`config.mk`:
```
export PLATFORM = sky130hd
export DESIGN_NAME = clkcfg_regs
export DESIGN_NICKNAME = d
export VERILOG_FILES = /design/src/rtl/clkcfg_pkg.sv /design/src/rtl/clkcfg_strap_latch.sv /design/src/rtl/clkcfg_spread_sel.sv /design/src/rtl/clkcfg_reg_file.sv /design/src/rtl/clkcfg_regs.sv
export SDC_FILE = /design/constraint.sdc
export NUM_CORES = 1
export LEC_CHECK = 0
export BUFFER_PORTS_ARGS = -buffer_cell sky130_fd_sc_hd__buf_2
export CORE_MARGIN = 5
export CORE_UTILIZATION = 55
export CTS_CLUSTER_DIAMETER = 120
export CTS_CLUSTER_SIZE = 25
export DETAILED_ROUTE_END_ITERATION = 8
export PLACE_DENSITY_LB_ADDON = 0.25
export SETUP_SLACK_MARGIN = 0.1
export SLEW_MARGIN = 20
export SYNTH_ARGS = -nofsm -noshare
export SYNTH_HDL_FRONTEND = slang
export SYNTH_HIERARCHICAL = 1
export SYNTH_SLANG_ARGS = --single-unit
```
`constraint.sdc`:
```
create_clock -name clk -period 2 [get_ports clk]
set_input_delay 0.2 -clock clk [delete_from_list [all_inputs] [get_ports clk]]
set_output_delay 0.2 -clock clk [all_outputs]
set_load 0.01 [all_outputs]
```
`src/rtl/clkcfg_pkg.sv`:
```
`timescale 1ns/1ps
// Shared constants, encodings and decode helpers for the configuration bank.
// Assumes a byte-wide bank whose output count equals the byte width.
package clkcfg_pkg;
    localparam int DATA_W  = 8;
    localparam int NUM_OUT = DATA_W;
    localparam int ADDR_W  = 3;
    localparam int NUM_REG = 1 << ADDR_W;

    // Register indices
    localparam logic [ADDR_W-1:0] REG_OE    = 3'd0;
    localparam logic [ADDR_W-1:0] REG_SPR   = 3'd1;
    localparam logic [ADDR_W-1:0] REG_SLEW  = 3'd2;
    localparam logic [ADDR_W-1:0] REG_REF   = 3'd3;
    localparam logic [ADDR_W-1:0] REG_RSV   = 3'd4;
    localparam logic [ADDR_W-1:0] REG_REVID = 3'd5;
    localparam logic [ADDR_W-1:0] REG_DEVID = 3'd6;
    localparam logic [ADDR_W-1:0] REG_BCNT  = 3'd7;

    // Effective spread mode encoding
    localparam logic [1:0] SPR_OFF  = 2'b00;
    localparam logic [1:0] SPR_QTR  = 2'b01;
    localparam logic [1:0] SPR_HALF = 2'b10;

    // Decoded strap level encoding
    localparam logic [1:0] LVL_LOW = 2'b00;
    localparam logic [1:0] LVL_MID = 2'b01;

    // Strap level to fixed readback code
    function automatic logic [1:0] level_readback(input logic [1:0] lvl);
        case (lvl)
            LVL_LOW: return 2'b00;
            LVL_MID: return 2'b01;
            default: return 2'b11;
        endcase
    endfunction

    // Strap level to spread mode
    function automatic logic [1:0] level_mode(input logic [1:0] lvl);
        case (lvl)
            LVL_LOW: return SPR_OFF;
            LVL_MID: return SPR_QTR;
            default: return SPR_HALF;
        endcase
    endfunction

    // Software code to spread mode; reserved code 10 maps to off
    function automatic logic [1:0] sw_code_mode(input logic [1:0] code);
        case (code)
            2'b01:   return SPR_QTR;
            2'b11:   return SPR_HALF;
            default: return SPR_OFF;
        endcase
    endfunction
endpackage

```
`src/rtl/clkcfg_strap_latch.sv`:
```
`timescale 1ns/1ps
// One-shot capture of the spread level strap and the address-select strap.
// Assumes the straps are valid on the first cycle startup_i is high after reset.
module clkcfg_strap_latch (
    input  logic       clk,
    input  logic       rst_n,
    input  logic       startup_i,
    input  logic [1:0] ss_level_i,
    input  logic       addr_strap_i,
    output logic [1:0] ss_level_o,
    output logic       addr_sel_o,
    output logic       captured_o
);
    import clkcfg_pkg::*;

    logic [1:0] lvl_q;
    logic       adr_q;
    logic       cap_q;

    // Latch straps once on the first startup event
    always_ff @(posedge clk) begin
        if (!rst_n) begin
            lvl_q <= LVL_LOW;
            adr_q <= 1'b0;
            cap_q <= 1'b0;
        end else if (startup_i && !cap_q) begin
            lvl_q <= ss_level_i;
            adr_q <= addr_strap_i;
            cap_q <= 1'b1;
        end
    end

    assign ss_level_o = lvl_q;
    assign addr_sel_o = adr_q;
    assign captured_o = cap_q;

    // once captured, straps are frozen
    a_r2_strap_frozen: assert property (@(posedge clk) disable iff (!rst_n)
        cap_q |=> (cap_q && $stable(lvl_q) && $stable(adr_q)))
        else $error("strap changed after capture");

    // no capture without a startup event
    a_r2_no_early_capture: assert property (@(posedge clk) disable iff (!rst_n)
        (!cap_q && !startup_i) |=> !cap_q)
        else $error("strap captured without startup");
endmodule

```
`src/rtl/clkcfg_spread_sel.sv`:
```
`timescale 1ns/1ps
// Chooses the effective spread mode and forms the strap readback code.
// Purely combinational; the override enable comes from the register file.
module clkcfg_spread_sel (
    input  logic [1:0] strap_level_i,
    input  logic       sw_en_i,
    input  logic [1:0] sw_code_i,
    output logic [1:0] mode_o,
    output logic [1:0] readback_o
);
    import clkcfg_pkg::*;

    // Software code wins only while the override is enabled
    always_comb begin
        readback_o = level_readback(strap_level_i);
        if (sw_en_i) mode_o = sw_code_mode(sw_code_i);
        else         mode_o = level_mode(strap_level_i);
    end
endmodule

```
`src/rtl/clkcfg_reg_file.sv`:
```
`timescale 1ns/1ps
// Eight byte registers with write decode, constant ID bytes and registered read.
// Assumes rd_en_i and wr_en_i are low while reset is active.
module clkcfg_reg_file #(
    parameter int                      BC_W       = 5,
    parameter logic [BC_W-1:0]         BC_RESET   = 5'd8,
    parameter logic [clkcfg_pkg::DATA_W-1:0] REV_VENDOR = 8'h11,
    parameter logic [clkcfg_pkg::DATA_W-1:0] DEVICE_ID  = 8'h08
) (
    input  logic                           clk,
    input  logic                           rst_n,
    input  logic                           wr_en_i,
    input  logic                           rd_en_i,
    input  logic [clkcfg_pkg::ADDR_W-1:0]  addr_i,
    input  logic [clkcfg_pkg::DATA_W-1:0]  wdata_i,
    input  logic [1:0]                     strap_rb_i,
    output logic [clkcfg_pkg::DATA_W-1:0]  rdata_o,
    output logic [clkcfg_pkg::NUM_OUT-1:0] oe_o,
    output logic [clkcfg_pkg::NUM_OUT-1:0] slew_o,
    output logic                           sw_en_o,
    output logic [1:0]                     sw_code_o,
    output logic [1:0]                     amp_o,
    output logic [1:0]                     ref_slew_o,
    output logic                           ref_wol_o,
    output logic                           ref_en_o
);
    import clkcfg_pkg::*;

    localparam int BC_PAD = DATA_W - BC_W;

    logic [NUM_REG-1:0]  wr_hit;
    logic [NUM_OUT-1:0]  oe_q, slew_q;
    logic                sw_en_q;
    logic [1:0]          sw_code_q, amp_q, ref_slew_q;
    logic                ref_wol_q, ref_en_q;
    logic [BC_W-1:0]     bc_q;
    logic [DATA_W-1:0]   rd_mux, rdata_q;

    // One-hot write decode
    always_comb begin
        wr_hit = '0;
        if (wr_en_i) wr_hit[addr_i] = 1'b1;
    end

    // Per-output enable and slew bits, one flop pair per output
    for (genvar g = 0; g < NUM_OUT; g++) begin : g_out
        always_ff @(posedge clk) begin
            if (!rst_n) begin
                oe_q[g]   <= 1'b1;
                slew_q[g] <= 1'b1;
            end else begin
                if (wr_hit[REG_OE])   oe_q[g]   <= wdata_i[g];
                if (wr_hit[REG_SLEW]) slew_q[g] <= wdata_i[g];
            end
        end
    end

    // Spread override and amplitude fields
    always_ff @(posedge clk) begin
        if (!rst_n) begin
            sw_en_q   <= 1'b0;
            sw_code_q <= 2'b00;
            amp_q     <= 2'b10;
        end else if (wr_hit[REG_SPR]) begin
            sw_en_q   <= wdata_i[5];
            sw_code_q <= wdata_i[4:3];
            amp_q     <= wdata_i[1:0];
        end
    end

    // Reference control fields
    always_ff @(posedge clk) begin
        if (!rst_n) begin
            ref_slew_q <= 2'b01;
            ref_wol_q  <= 1'b0;
            ref_en_q   <= 1'b1;
        end else if (wr_hit[REG_REF]) begin
            ref_slew_q <= wdata_i[7:6];
            ref_wol_q  <= wdata_i[5];
            ref_en_q   <= wdata_i[4];
        end
    end

    // Read byte count field
    always_ff @(posedge clk) begin
        if (!rst_n)               bc_q <= BC_RESET;
        else if (wr_hit[REG_BCNT]) bc_q <= wdata_i[BC_W-1:0];
    end

    // Read data selection
    always_comb begin
        case (addr_i)
            REG_OE:    rd_mux = oe_q;
            REG_SPR:   rd_mux = {strap_rb_i, sw_en_q, sw_code_q, 1'b1, amp_q};
            REG_SLEW:  rd_mux = slew_q;
            REG_REF:   rd_mux = {ref_slew_q, ref_wol_q, ref_en_q, 4'hF};
            REG_REVID: rd_mux = REV_VENDOR;
            REG_DEVID: rd_mux = DEVICE_ID;
            REG_BCNT:  rd_mux = {{BC_PAD{1'b0}}, bc_q};
            default:   rd_mux = '0;
        endcase
    end

    // Registered read port
    always_ff @(posedge clk) begin
        if (!rst_n)       rdata_q <= '0;
        else if (rd_en_i) rdata_q <= rd_mux;
    end

    assign rdata_o    = rdata_q;
    assign oe_o       = oe_q;
    assign slew_o     = slew_q;
    assign sw_en_o    = sw_en_q;
    assign sw_code_o  = sw_code_q;
    assign amp_o      = amp_q;
    assign ref_slew_o = ref_slew_q;
    assign ref_wol_o  = ref_wol_q;
    assign ref_en_o   = ref_en_q;

    // read data holds without a read strobe
    a_r9_rdata_hold: assert property (@(posedge clk) disable iff (!rst_n)
        !rd_en_i |=> $stable(rdata_q))
        else $error("read data moved without strobe");

    // upper count bits always read zero
    a_r7_bcnt_upper_zero: assert property (@(posedge clk) disable iff (!rst_n)
        (rd_en_i && addr_i == REG_BCNT) |=> (rdata_q[DATA_W-1:BC_W] == '0))
        else $error("byte count upper bits nonzero");

    // identity byte is constant
    a_r8_revid_const: assert property (@(posedge clk) disable iff (!rst_n)
        (rd_en_i && addr_i == REG_REVID) |=> (rdata_q == REV_VENDOR))
        else $error("revision byte changed");

    // reserved register reads zero
    a_r8_reserved_zero: assert property (@(posedge clk) disable iff (!rst_n)
        (rd_en_i && addr_i == REG_RSV) |=> (rdata_q == '0))
        else $error("reserved register nonzero");
endmodule

```
`src/rtl/clkcfg_regs.sv`:
```
`timescale 1ns/1ps
// Top of the configuration bank: strap latch, register file and spread select.
// Assumes strobes are low during reset and straps are valid at first startup.
module clkcfg_regs #(
    parameter int          BC_W       = 5,
    parameter logic [BC_W-1:0] BC_RESET = 5'd8,
    parameter logic [7:0]  REV_VENDOR = 8'h11,
    parameter logic [7:0]  DEVICE_ID  = 8'h08
) (
    input  logic       clk,
    input  logic       rst_n,
    input  logic       startup_i,
    input  logic [1:0] ss_level_i,
    input  logic       addr_strap_i,
    input  logic       wr_en_i,
    input  logic       rd_en_i,
    input  logic [2:0] addr_i,
    input  logic [7:0] wdata_i,
    output logic [7:0] rdata_o,
    output logic [1:0] spread_mode_o,
    output logic [1:0] amp_code_o,
    output logic [7:0] out_en_o,
    output logic [7:0] out_slew_o,
    output logic [1:0] ref_slew_o,
    output logic       ref_wol_o,
    output logic       ref_en_o,
    output logic       addr_sel_o
);
    import clkcfg_pkg::*;

    logic [1:0] strap_lvl, strap_rb, sw_code;
    logic       sw_en, captured;

    clkcfg_strap_latch u_strap (
        .clk          (clk),
        .rst_n        (rst_n),
        .startup_i    (startup_i),
        .ss_level_i   (ss_level_i),
        .addr_strap_i (addr_strap_i),
        .ss_level_o   (strap_lvl),
        .addr_sel_o   (addr_sel_o),
        .captured_o   (captured)
    );

    clkcfg_reg_file #(
        .BC_W       (BC_W),
        .BC_RESET   (BC_RESET),
        .REV_VENDOR (REV_VENDOR),
        .DEVICE_ID  (DEVICE_ID)
    ) u_regs (
        .clk        (clk),
        .rst_n      (rst_n),
        .wr_en_i    (wr_en_i),
        .rd_en_i    (rd_en_i),
        .addr_i     (addr_i),
        .wdata_i    (wdata_i),
        .strap_rb_i (strap_rb),
        .rdata_o    (rdata_o),
        .oe_o       (out_en_o),
        .slew_o     (out_slew_o),
        .sw_en_o    (sw_en),
        .sw_code_o  (sw_code),
        .amp_o      (amp_code_o),
        .ref_slew_o (ref_slew_o),
        .ref_wol_o  (ref_wol_o),
        .ref_en_o   (ref_en_o)
    );

    clkcfg_spread_sel u_spread (
        .strap_level_i (strap_lvl),
        .sw_en_i       (sw_en),
        .sw_code_i     (sw_code),
        .mode_o        (spread_mode_o),
        .readback_o    (strap_rb)
    );

    // reserved override code never yields spread
    a_r5_reserved_code_off: assert property (@(posedge clk) disable iff (!rst_n)
        (sw_en && sw_code == 2'b10) |-> (spread_mode_o == SPR_OFF))
        else $error("reserved code produced spread");

    // strap readback never shows the unused code 10
    a_r3_readback_legal: assert property (@(posedge clk) disable iff (!rst_n)
        (rd_en_i && addr_i == REG_SPR) |=> (rdata_o[7:6] != 2'b10))
        else $error("illegal strap readback");

    // without override and before capture, spread is off
    a_r4_off_before_capture: assert property (@(posedge clk) disable iff (!rst_n)
        (!captured && !sw_en) |-> (spread_mode_o == SPR_OFF))
        else $error("spread active before strap capture");
endmodule

```
==> flow_metrics.env, run 1 <==
export IMPL_hold_violations=0
export IMPL_core_um2=3360
export IMPL_row_count=21
export IMPL_dieArea_um2=4770
export IMPL_grt_max_degree=24
export IMPL_cp_required_ns=2.26
export IMPL_wl_met2_mm=1.96
export IMPL_fin_crit_ns=1.34
export IMPL_place_ws_ns=0.453
export IMPL_synthTopCellsByArea="dfxtp_1, mux2i_1, nand2_1, nor2b_1, nand3_1"
export IMPL_layout_setup_ws_ns=0.660
export IMPL_cpPeakStageDelay_ns=0.46
export IMPL_post_dp_cell_area_um2=2150
export IMPL_top_layer="met4"
export IMPL_netSwitchingPower_uw=400
export IMPL_num_antenna_cells=0
export IMPL_grt_pass1_vias=1429
export IMPL_setup_tns_final_ns=0
export IMPL_switching_share=0.224
export IMPL_crit_fanout=5
export IMPL_hpwl_mm=3.04
export IMPL_setup_violations_final=0
export IMPL_io_pins=52
export IMPL_skew_ns=0.00968
export IMPL_tightest_slew_ns=0.545
export IMPL_fmax_mhz=746
export IMPL_track_usage=0.181
export IMPL_cts_tree="yes"
export IMPL_power_internal_mw=1.39
export IMPL_via_per_inst=5.45
export IMPL_layout_cells_non_filler=283
export IMPL_synth_distinct_cells=41
export IMPL_max_clock_path_buffers=2
export IMPL_clkPwrFrac=0.386
export IMPL_cts_resized=0
export IMPL_slowest_stage="mux4_2"
export IMPL_antenna_found_initial=0
export IMPL_cts_root_buf="clkbuf_4"
export IMPL_grt_overflow=0
export IMPL_wl_met1_mm=2.05
export IMPL_num_vias=1541
export IMPL_synth_edf_count=0
export IMPL_wire_per_inst_um=15.0
export IMPL_firstDrtPassIters=4
export IMPL_drc=0
export IMPL_cp_end_kind="register"
export IMPL_wl_mm=4.25
export IMPL_drv_slew=0
export IMPL_p_leak_nw=0.993
export IMPL_clk_pin_slew_ns=0.12
export IMPL_netlist_instances=190
export IMPL_drive_gt1_frac=0.295
export IMPL_ys_flop_type="dfxtp_1"
export IMPL_synth_seq_area_share=0.438
export IMPL_powerDensity_nw_per_um2=788
export IMPL_run_status="finished, final reports clean"
export IMPL_design_area_um2=2270
export IMPL_drv_cap=0
export IMPL_critPathKind="reg2reg"
export IMPL_start_util=0.571
export IMPL_gp_congestion=0.762
export IMPL_final_cell_mix="buf_2, dfxtp_1, nand2_1, mux2i_1, nor2b_1"
export IMPL_hold_class="in2reg"
export IMPL_synth_cell_area_um2=1920
export IMPL_path_cells="or2_1 -> mux4_2 -> a32o_1"
export IMPL_rsz0062_at_grt="false"
export IMPL_whs_ns=0.0595
export IMPL_fillers=299
export IMPL_synth_avg_cell_area_um2=10.1
export IMPL_cts_sinks=42
export IMPL_synth_top_area_frac=0.438
export IMPL_htree_levels=2
export IMPL_worstPathArrival_ns=1.60
export IMPL_yosysWarningCount=6
export IMPL_layout_cells_most_common="buf_2"
export IMPL_timing_final_crit_share=0.670
export IMPL_cts_setup_buffers=0
export IMPL_chipHeight_um=69.1
export IMPL_crit_family="multiplexers"
export IMPL_critPathBufInv=0
export IMPL_synth_nets=209
export IMPL_dr_wl_met3_um=229
export IMPL_ir_drop_v=0.000678
export IMPL_die_width_um=69.1
export IMPL_power_frac_comb=0.115
export IMPL_ctsHoldBuffers=0
export IMPL_async_reset_ff_frac=0
export IMPL_clk_latency_ns=0.35
export IMPL_first_iter_violations=77
export IMPL_worstSetupStartpointType="register"
export IMPL_grt_pass1_wl_mm=7.17
export IMPL_area_growth_pct=18.0
export IMPL_place_inst=275
export IMPL_layout_nets=255
export IMPL_p_seq_frac=0.499
export IMPL_maxSlewHeadroom=0.635
export IMPL_synth_top_area_cell="dfxtp_1"
export IMPL_cts_buffers=5
export IMPL_ant_nets=0
export IMPL_ys_ff_latch=42
export IMPL_io_buffers=51
==> cells in the mapped netlist (2+ instances only) <==
master and instances:
o311a_1 2, clkbuf_1 5, nand2_1 36, a21oi_1 2, o21ai_0 2, buf_2 3
dfxtp_1 42, nand3b_1 3, and4bb_2 2, nand3_1 10, a32o_1 4, nand2b_1 2
mux4_2 2, buf_6 2, a221o_1 2, inv_1 2, mux2i_1 29, nor2b_1 13
buf_4 3, o21bai_1 2, nor4_1 2
==> power by group through the flow <==
stage,sequential [mW],clock (mW),combinational [mW]
floorplan,0.916,0,0.127
global placement,0.908,0,0.203
detailed placement,0.909,0,0.205
CTS,0.890,0.701,0.206
global route,0.895,0.739,0.226
finish,0.890,0.690,0.205
==> layer usage <==
metal  global-route usage  up-vias
li1                     -      765
met2                0.271       47
met3               0.0523        2
met1                0.258      727
met5                    0        -
met4               0.0390        0
==> cell families (layout without fill, tap and decap cells) <==
group / Yosys count / in the layout / share of synthesized area
flops: 42 / 42 / 0.438
mux: 32 / 32 / 0.188
simple gates: 78 / 78 / 0.229
buf+inv: 16 / 63 / 0.0528
compound gates: 22 / 22 / 0.0919
==> registers in the layout (all words and copies together), names as in the netlist, 2 cells and up <==
name                cells
u_regs/oe_o             8
u_regs/rdata_o          8
u_regs/slew_o           8
u_regs/bc_q             5
u_regs/amp_o            2
u_regs/ref_slew_o       2
u_regs/sw_code_o        2
u_strap/ss_level_o      2
==> per-stage QoR <==
step / utilization / power (mW)
2_1_floorplan: - / 1.04
3_3_place_gp: 0.641 / 1.11
3_5_place_dp: 0.641 / 1.11
4_1_cts: 0.674 / 1.80
5_1_grt: 0.674 / 1.86
6_report: 0.674 / 1.78
==> layout make-up <==
class                      count  area (um2)  area share
clock inverter                 2        60.1      0.0265
multi-input combinational    132         978       0.432
tap                           46        57.6      0.0254
inverter                       2        7.51     0.00331
clock buffer                   6        51.3      0.0226
timing repair buffer          53         270       0.119
sequential                    42         841       0.371
==> final timing paths <==
| kind | startpoint | end | slack, ns | cells after the start |
|---|---|---|---|---|
| max | u_strap/ss_level_o[1] | u_regs/rdata_o[6] | 0.66 | 3 |
| min | startup_i | u_strap/captured_o | 0.06 | 2 |
| max reg2reg | u_strap/ss_level_o[1] | u_regs/rdata_o[6] | 0.66 | 3 |
| min reg2reg | u_strap/addr_sel_o | u_strap/addr_sel_o | 0.47 | 2 |
Note: power is estimated with default switching activity, not from simulation.
==> run 2, diff against run 1 <==
- CORE_UTILIZATION: 55 -> 51
- clock period: 2 -> 1.25 ns (I/O delays scaled with it)
==> run 2 against run 1 <==
The flow now finishes with violations (negative setup slack); clock skew shrank 0.0075 ns; setup slack got worse by 0.74 ns; critical path depth did not move; sequential share of layout area fell by 2.3 points; via count up 5.8%; design area rose by 7.5%; fmax rose by 0.44%; critical path type unchanged; highest routed layer unchanged.
==> flow_metrics.env, run 2 (same netlist as run 1, synthesis figures left out) <==
export IMPL_critPathKind="reg2reg"
export IMPL_start_util=0.525
export IMPL_layout_setup_ws_ns=-0.0838
export IMPL_via_per_inst=5.30
export IMPL_die_width_um=71.4
export IMPL_powerDensity_nw_per_um2=1080
export IMPL_cp_required_ns=1.44
export IMPL_drc=0
export IMPL_timing_final_crit_share=1.07
export IMPL_rsz0062_at_grt="true"
export IMPL_crit_family="multiplexers"
export IMPL_drive_gt1_frac=0.385
export IMPL_area_growth_pct=26.8
export IMPL_hold_violations=0
export IMPL_cts_tree="yes"
export IMPL_maxSlewHeadroom=0.753
export IMPL_max_clock_path_buffers=2
export IMPL_antenna_found_initial=0
export IMPL_firstDrtPassIters=4
export IMPL_worstPathArrival_ns=1.52
export IMPL_core_um2=3660
export IMPL_first_iter_violations=109
export IMPL_slowest_stage="mux4_2"
export IMPL_grt_pass1_wl_mm=7.51
export IMPL_drv_cap=0
export IMPL_skew_ns=0.00221
export IMPL_whs_ns=0.0419
export IMPL_wire_per_inst_um=15.0
export IMPL_layout_cells_non_filler=308
export IMPL_ant_nets=0
export IMPL_grt_max_degree=20
export IMPL_layout_nets=279
export IMPL_path_cells="or2_1 -> mux4_2 -> a32o_1"
export IMPL_cp_end_kind="register"
export IMPL_hold_class="in2reg"
export IMPL_chipHeight_um=71.4
export IMPL_p_leak_nw=1.09
export IMPL_clk_latency_ns=0.30
export IMPL_gp_congestion=0.772
export IMPL_worstSetupStartpointType="register"
export IMPL_cts_sinks=42
export IMPL_num_vias=1631
export IMPL_ir_drop_v=0.000617
export IMPL_num_antenna_cells=0
export IMPL_violations="negative setup slack"
export IMPL_run_status="finished with violations"
export IMPL_hpwl_mm=3.45
export IMPL_final_cell_mix="buf_2, nand2_1, dfxtp_1, mux2i_1, buf_4"
export IMPL_cts_root_buf="clkbuf_8"
export IMPL_grt_overflow=0
export IMPL_finalPower_mw=2.64
export IMPL_critPathBufInv=0
export IMPL_fmax_mhz=750
export IMPL_place_inst=297
export IMPL_drv_slew=0
export IMPL_wl_mm=4.63
export IMPL_fillers=308
export IMPL_clk_pin_slew_ns=0.07
export IMPL_cts_buffers=5
export IMPL_cp_depth=3
export IMPL_grt_pass1_vias=1515
export IMPL_setup_violations_final=2
export IMPL_dieArea_um2=5090
export IMPL_layout_cells_most_common="buf_2"
export IMPL_tightest_slew_ns=0.369
export IMPL_io_buffers=51
export IMPL_fin_util=0.665
export IMPL_htree_levels=2
export IMPL_fin_crit_ns=1.33
export IMPL_hold_depth=2
export IMPL_crit_fanout=2
export IMPL_row_count=22
export IMPL_track_usage=0.187
export IMPL_r2r_cells=3
export IMPL_cpPeakStageDelay_ns=0.45
export IMPL_io_pins=52
-- run 2: path summary, 6_finish.rpt --
kind / startpoint / endpoint / slack, ns
setup / recovery: u_strap/ss_level_o[0] / u_regs/rdata_o[6] / -0.08
hold / removal: startup_i / u_strap/captured_o / 0.04
setup reg to reg: u_strap/ss_level_o[0] / u_regs/rdata_o[6] / -0.08
hold reg to reg: u_strap/addr_sel_o / u_strap/addr_sel_o / 0.46
-- run 2: layout make-up --
cell class / instances / area (um2) / share of cell area
inverter: 2 / 7.51 / 0.00308
sequential: 42 / 848 / 0.348
clock buffer: 7 / 76.3 / 0.0313
timing repair buffer: 77 / 454 / 0.187
multi-input combinational: 132 / 988 / 0.406
tap: 48 / 60.1 / 0.0247
-- run 2: repair_timing --
| item | 4_1_cts | 5_1_grt |
|---|---|---|
| buffers inserted | 1 | 3 |
| setup endpoints to repair | 5 | 6 |
| gates cloned | 0 | 0 |
| pin swaps | 1 | 1 |
| resized for setup | 7 | 3 |
| hold buffers | 0 | 0 |
-- run 2: per-stage QoR --
step	cell area, um2	TNS, ns	worst slack, ns
after global routing	2430	-0.186	-0.110
after detailed placement	2310	-0.436	-0.0623
after floorplan	1920	0	0.000165
after global placement	2310	-0.116	-0.0187
after CTS	2400	-0.109	-0.0862
final	2430	-0.0857	-0.0838
-- run 2: where the power goes --
part	switching [mW]	leakage, nW	internal, mW
registers	0.0316	0.344	1.39
logic	0.197	0.709	0.193
clock network	0.445	0.0383	0.385
total	0.673	1.09	1.97
-- run 2: metal layers --
metal,global-route usage,share of wire,vias to the layer above
li1,-,-,812
met1,0.249,0.45,762
met2,0.296,0.48,49
met3,0.0533,0.060,8
met4,0.0501,0.014,0
met5,0,0,-
==> run 3, diff against run 2 <==
- clock period: 1.25 -> 1.4 ns (I/O delays scaled with it)
==> run 3 against run 2 <==
The run now ends clean; clock skew rose by 0.0033 ns; sequential cell count did not move; fmax barely moved; highest routed layer unchanged.
==> flow_metrics.env, run 3 (same netlist as run 1, synthesis figures left out) <==
export IMPL_hold_depth=2
export IMPL_gp_congestion=0.801
export IMPL_cts_tree="yes"
export IMPL_r2r_cells=3
export IMPL_cp_required_ns=1.58
export IMPL_dieArea_um2=5090
export IMPL_firstDrtPassIters=4
export IMPL_grt_overflow=0
export IMPL_io_pins=52
export IMPL_hold_class="in2reg"
export IMPL_powerDensity_nw_per_um2=1060
export IMPL_power_internal_mw=1.89
export IMPL_fmax_mhz=750
export IMPL_maxSlewHeadroom=0.739
export IMPL_cts_buffers=5
export IMPL_htree_levels=2
export IMPL_clk_latency_ns=0.29
export IMPL_slowest_stage="mux4_2"
export IMPL_timing_final_crit_share=0.952
export IMPL_chipHeight_um=71.4
export IMPL_cts_root_buf="clkbuf_8"
export IMPL_hold_start="startup_i"
export IMPL_first_iter_violations=95
export IMPL_drc=0
export IMPL_path_cells="or2_1 -> mux4_2 -> a32o_1"
export IMPL_worstSetupStartpointType="register"
export IMPL_antenna_found_initial=0
export IMPL_worstPathArrival_ns=1.51
export IMPL_layout_cells_most_common="buf_2"
export IMPL_num_vias=1594
export IMPL_finalPower_mw=2.47
export IMPL_io_buffers=51
export IMPL_timing_rr_start="u_strap/ss_level_o[0]"
export IMPL_skew_ns=0.00555
export IMPL_num_antenna_cells=0
export IMPL_critPathKind="reg2reg"
export IMPL_core_um2=3660
export IMPL_wl_mm=4.51
export IMPL_track_usage=0.182
export IMPL_grt_pass1_wl_mm=7.36
export IMPL_clk_pin_slew_ns=0.07
export IMPL_cts_sinks=42
export IMPL_p_seq_frac=0.513
export IMPL_via_per_inst=5.40
export IMPL_ant_nets=0
export IMPL_rrSetupSlack_ns=0.07
export IMPL_netSwitchingPower_uw=586
export IMPL_ir_drop_v=0.000613
export IMPL_wire_per_inst_um=15.3
export IMPL_hold_violations=0
export IMPL_fin_crit_ns=1.33
export IMPL_drive_gt1_frac=0.332
export IMPL_power_frac_comb=0.128
export IMPL_area_growth_pct=22.1
export IMPL_grt_max_degree=19
export IMPL_max_clock_path_buffers=2
export IMPL_cp_end_kind="register"
export IMPL_run_status="finished, final reports clean"
export IMPL_start_util=0.525
export IMPL_cpPeakStageDelay_ns=0.45
export IMPL_fin_util=0.640
export IMPL_die_width_um=71.4
export IMPL_clkPwrFrac=0.359
export IMPL_p_leak_nw=1.04
export IMPL_switching_share=0.237
export IMPL_layout_nets=265
export IMPL_row_count=22
export IMPL_tightest_slew_ns=0.389
export IMPL_reg2reg_to="u_regs/rdata_o[6]"
export IMPL_grt_pass1_vias=1538
export IMPL_hpwl_mm=3.31
export IMPL_final_cell_mix="buf_2, dfxtp_1, nand2_1, mux2i_1, nor2b_1"
export IMPL_rsz0062_at_grt="true"
export IMPL_setup_violations_final=0
export IMPL_whs_endpoint="u_strap/captured_o"
export IMPL_setup_tns_final_ns=0
export IMPL_drv_cap=0
export IMPL_crit_fanout=3
export IMPL_drv_slew=0
## run 3: cell types whose count changed in the layout (fill, tap and decap cells not counted), moves of 2 or more
cell      before  now
clkbuf_8       5    8
dfxtp_2        6    2
dfxtp_1       36   40
clkbuf_1       2    0
buf_4         25   12
## run 3: power by group through the flow
stage	sequential, mW	combinational, mW	clock [mW]
2_1_floorplan	1.31	0.182	0
3_3_place_gp	1.30	0.311	0
3_5_place_dp	1.30	0.313	0
4_1_cts	1.27	0.315	0.915
5_1_grt	1.28	0.347	0.964
6_report	1.27	0.317	0.888
## run 3: cell type report
cell class / instances / area (um2)
repair buffers: 63 / 345
multi-input cells: 132 / 978
well taps: 48 / 60.1
fillers: 337 / 1320
clock buffers: 8 / 110
inverters: 2 / 7.51
flip-flops and latches: 42 / 843
## run 3: worst max-delay path by stage
stage	start	end	slack (ns)	depth (start not counted)
after global routing	u_strap/ss_level_o[0]	u_regs/rdata_o[6]	0.03	3
after global placement	addr_i[0]	u_regs/oe_o[3]	0.09	4
after CTS	u_strap/ss_level_o[1]	u_regs/rdata_o[6]	0.10	3
after detailed placement	addr_i[0]	u_regs/oe_o[1]	0.07	4
after floorplan	u_strap/ss_level_o[0]	u_regs/rdata_o[6]	0.15	3
final	u_strap/ss_level_o[0]	u_regs/rdata_o[6]	0.07	3
## run 3: per-layer routing
metal	GRT usage	wire (um)	part of all wire
met1	0.238	2010	0.45
met4	0.0501	36	0.0080
met3	0.0435	292	0.065
met5	0	0	0
met2	0.301	2170	0.48
## run 3: repair_timing
item | 4_1_cts | 5_1_grt
resized for setup | 0 | 2
endpoints found under the setup margin | 0 | 1
hold buffers | 0 | 0
buffers inserted | 0 | 1
## run 3: per-stage QoR
step                      std cells  hold slack (ns)  instance area (um2)  setup WS (ns)
after floorplan                 190            0.241                 1920          0.150
after global placement          286            0.357                 2220         0.0932
after detailed placement        286            0.362                 2220         0.0750
after CTS                       294           0.0620                 2330          0.100
after global routing            295           0.0725                 2340         0.0285
final                           295           0.0667                 2340         0.0670
## run 3: critical path: cells and delay by family (launching register included)
family | cells | cell delay, ns
flip-flops | 1 | 0.33
AND/OR/NAND/NOR | 1 | 0.24
AO/OA/AOI/OAI | 1 | 0.21
multiplexers | 1 | 0.45
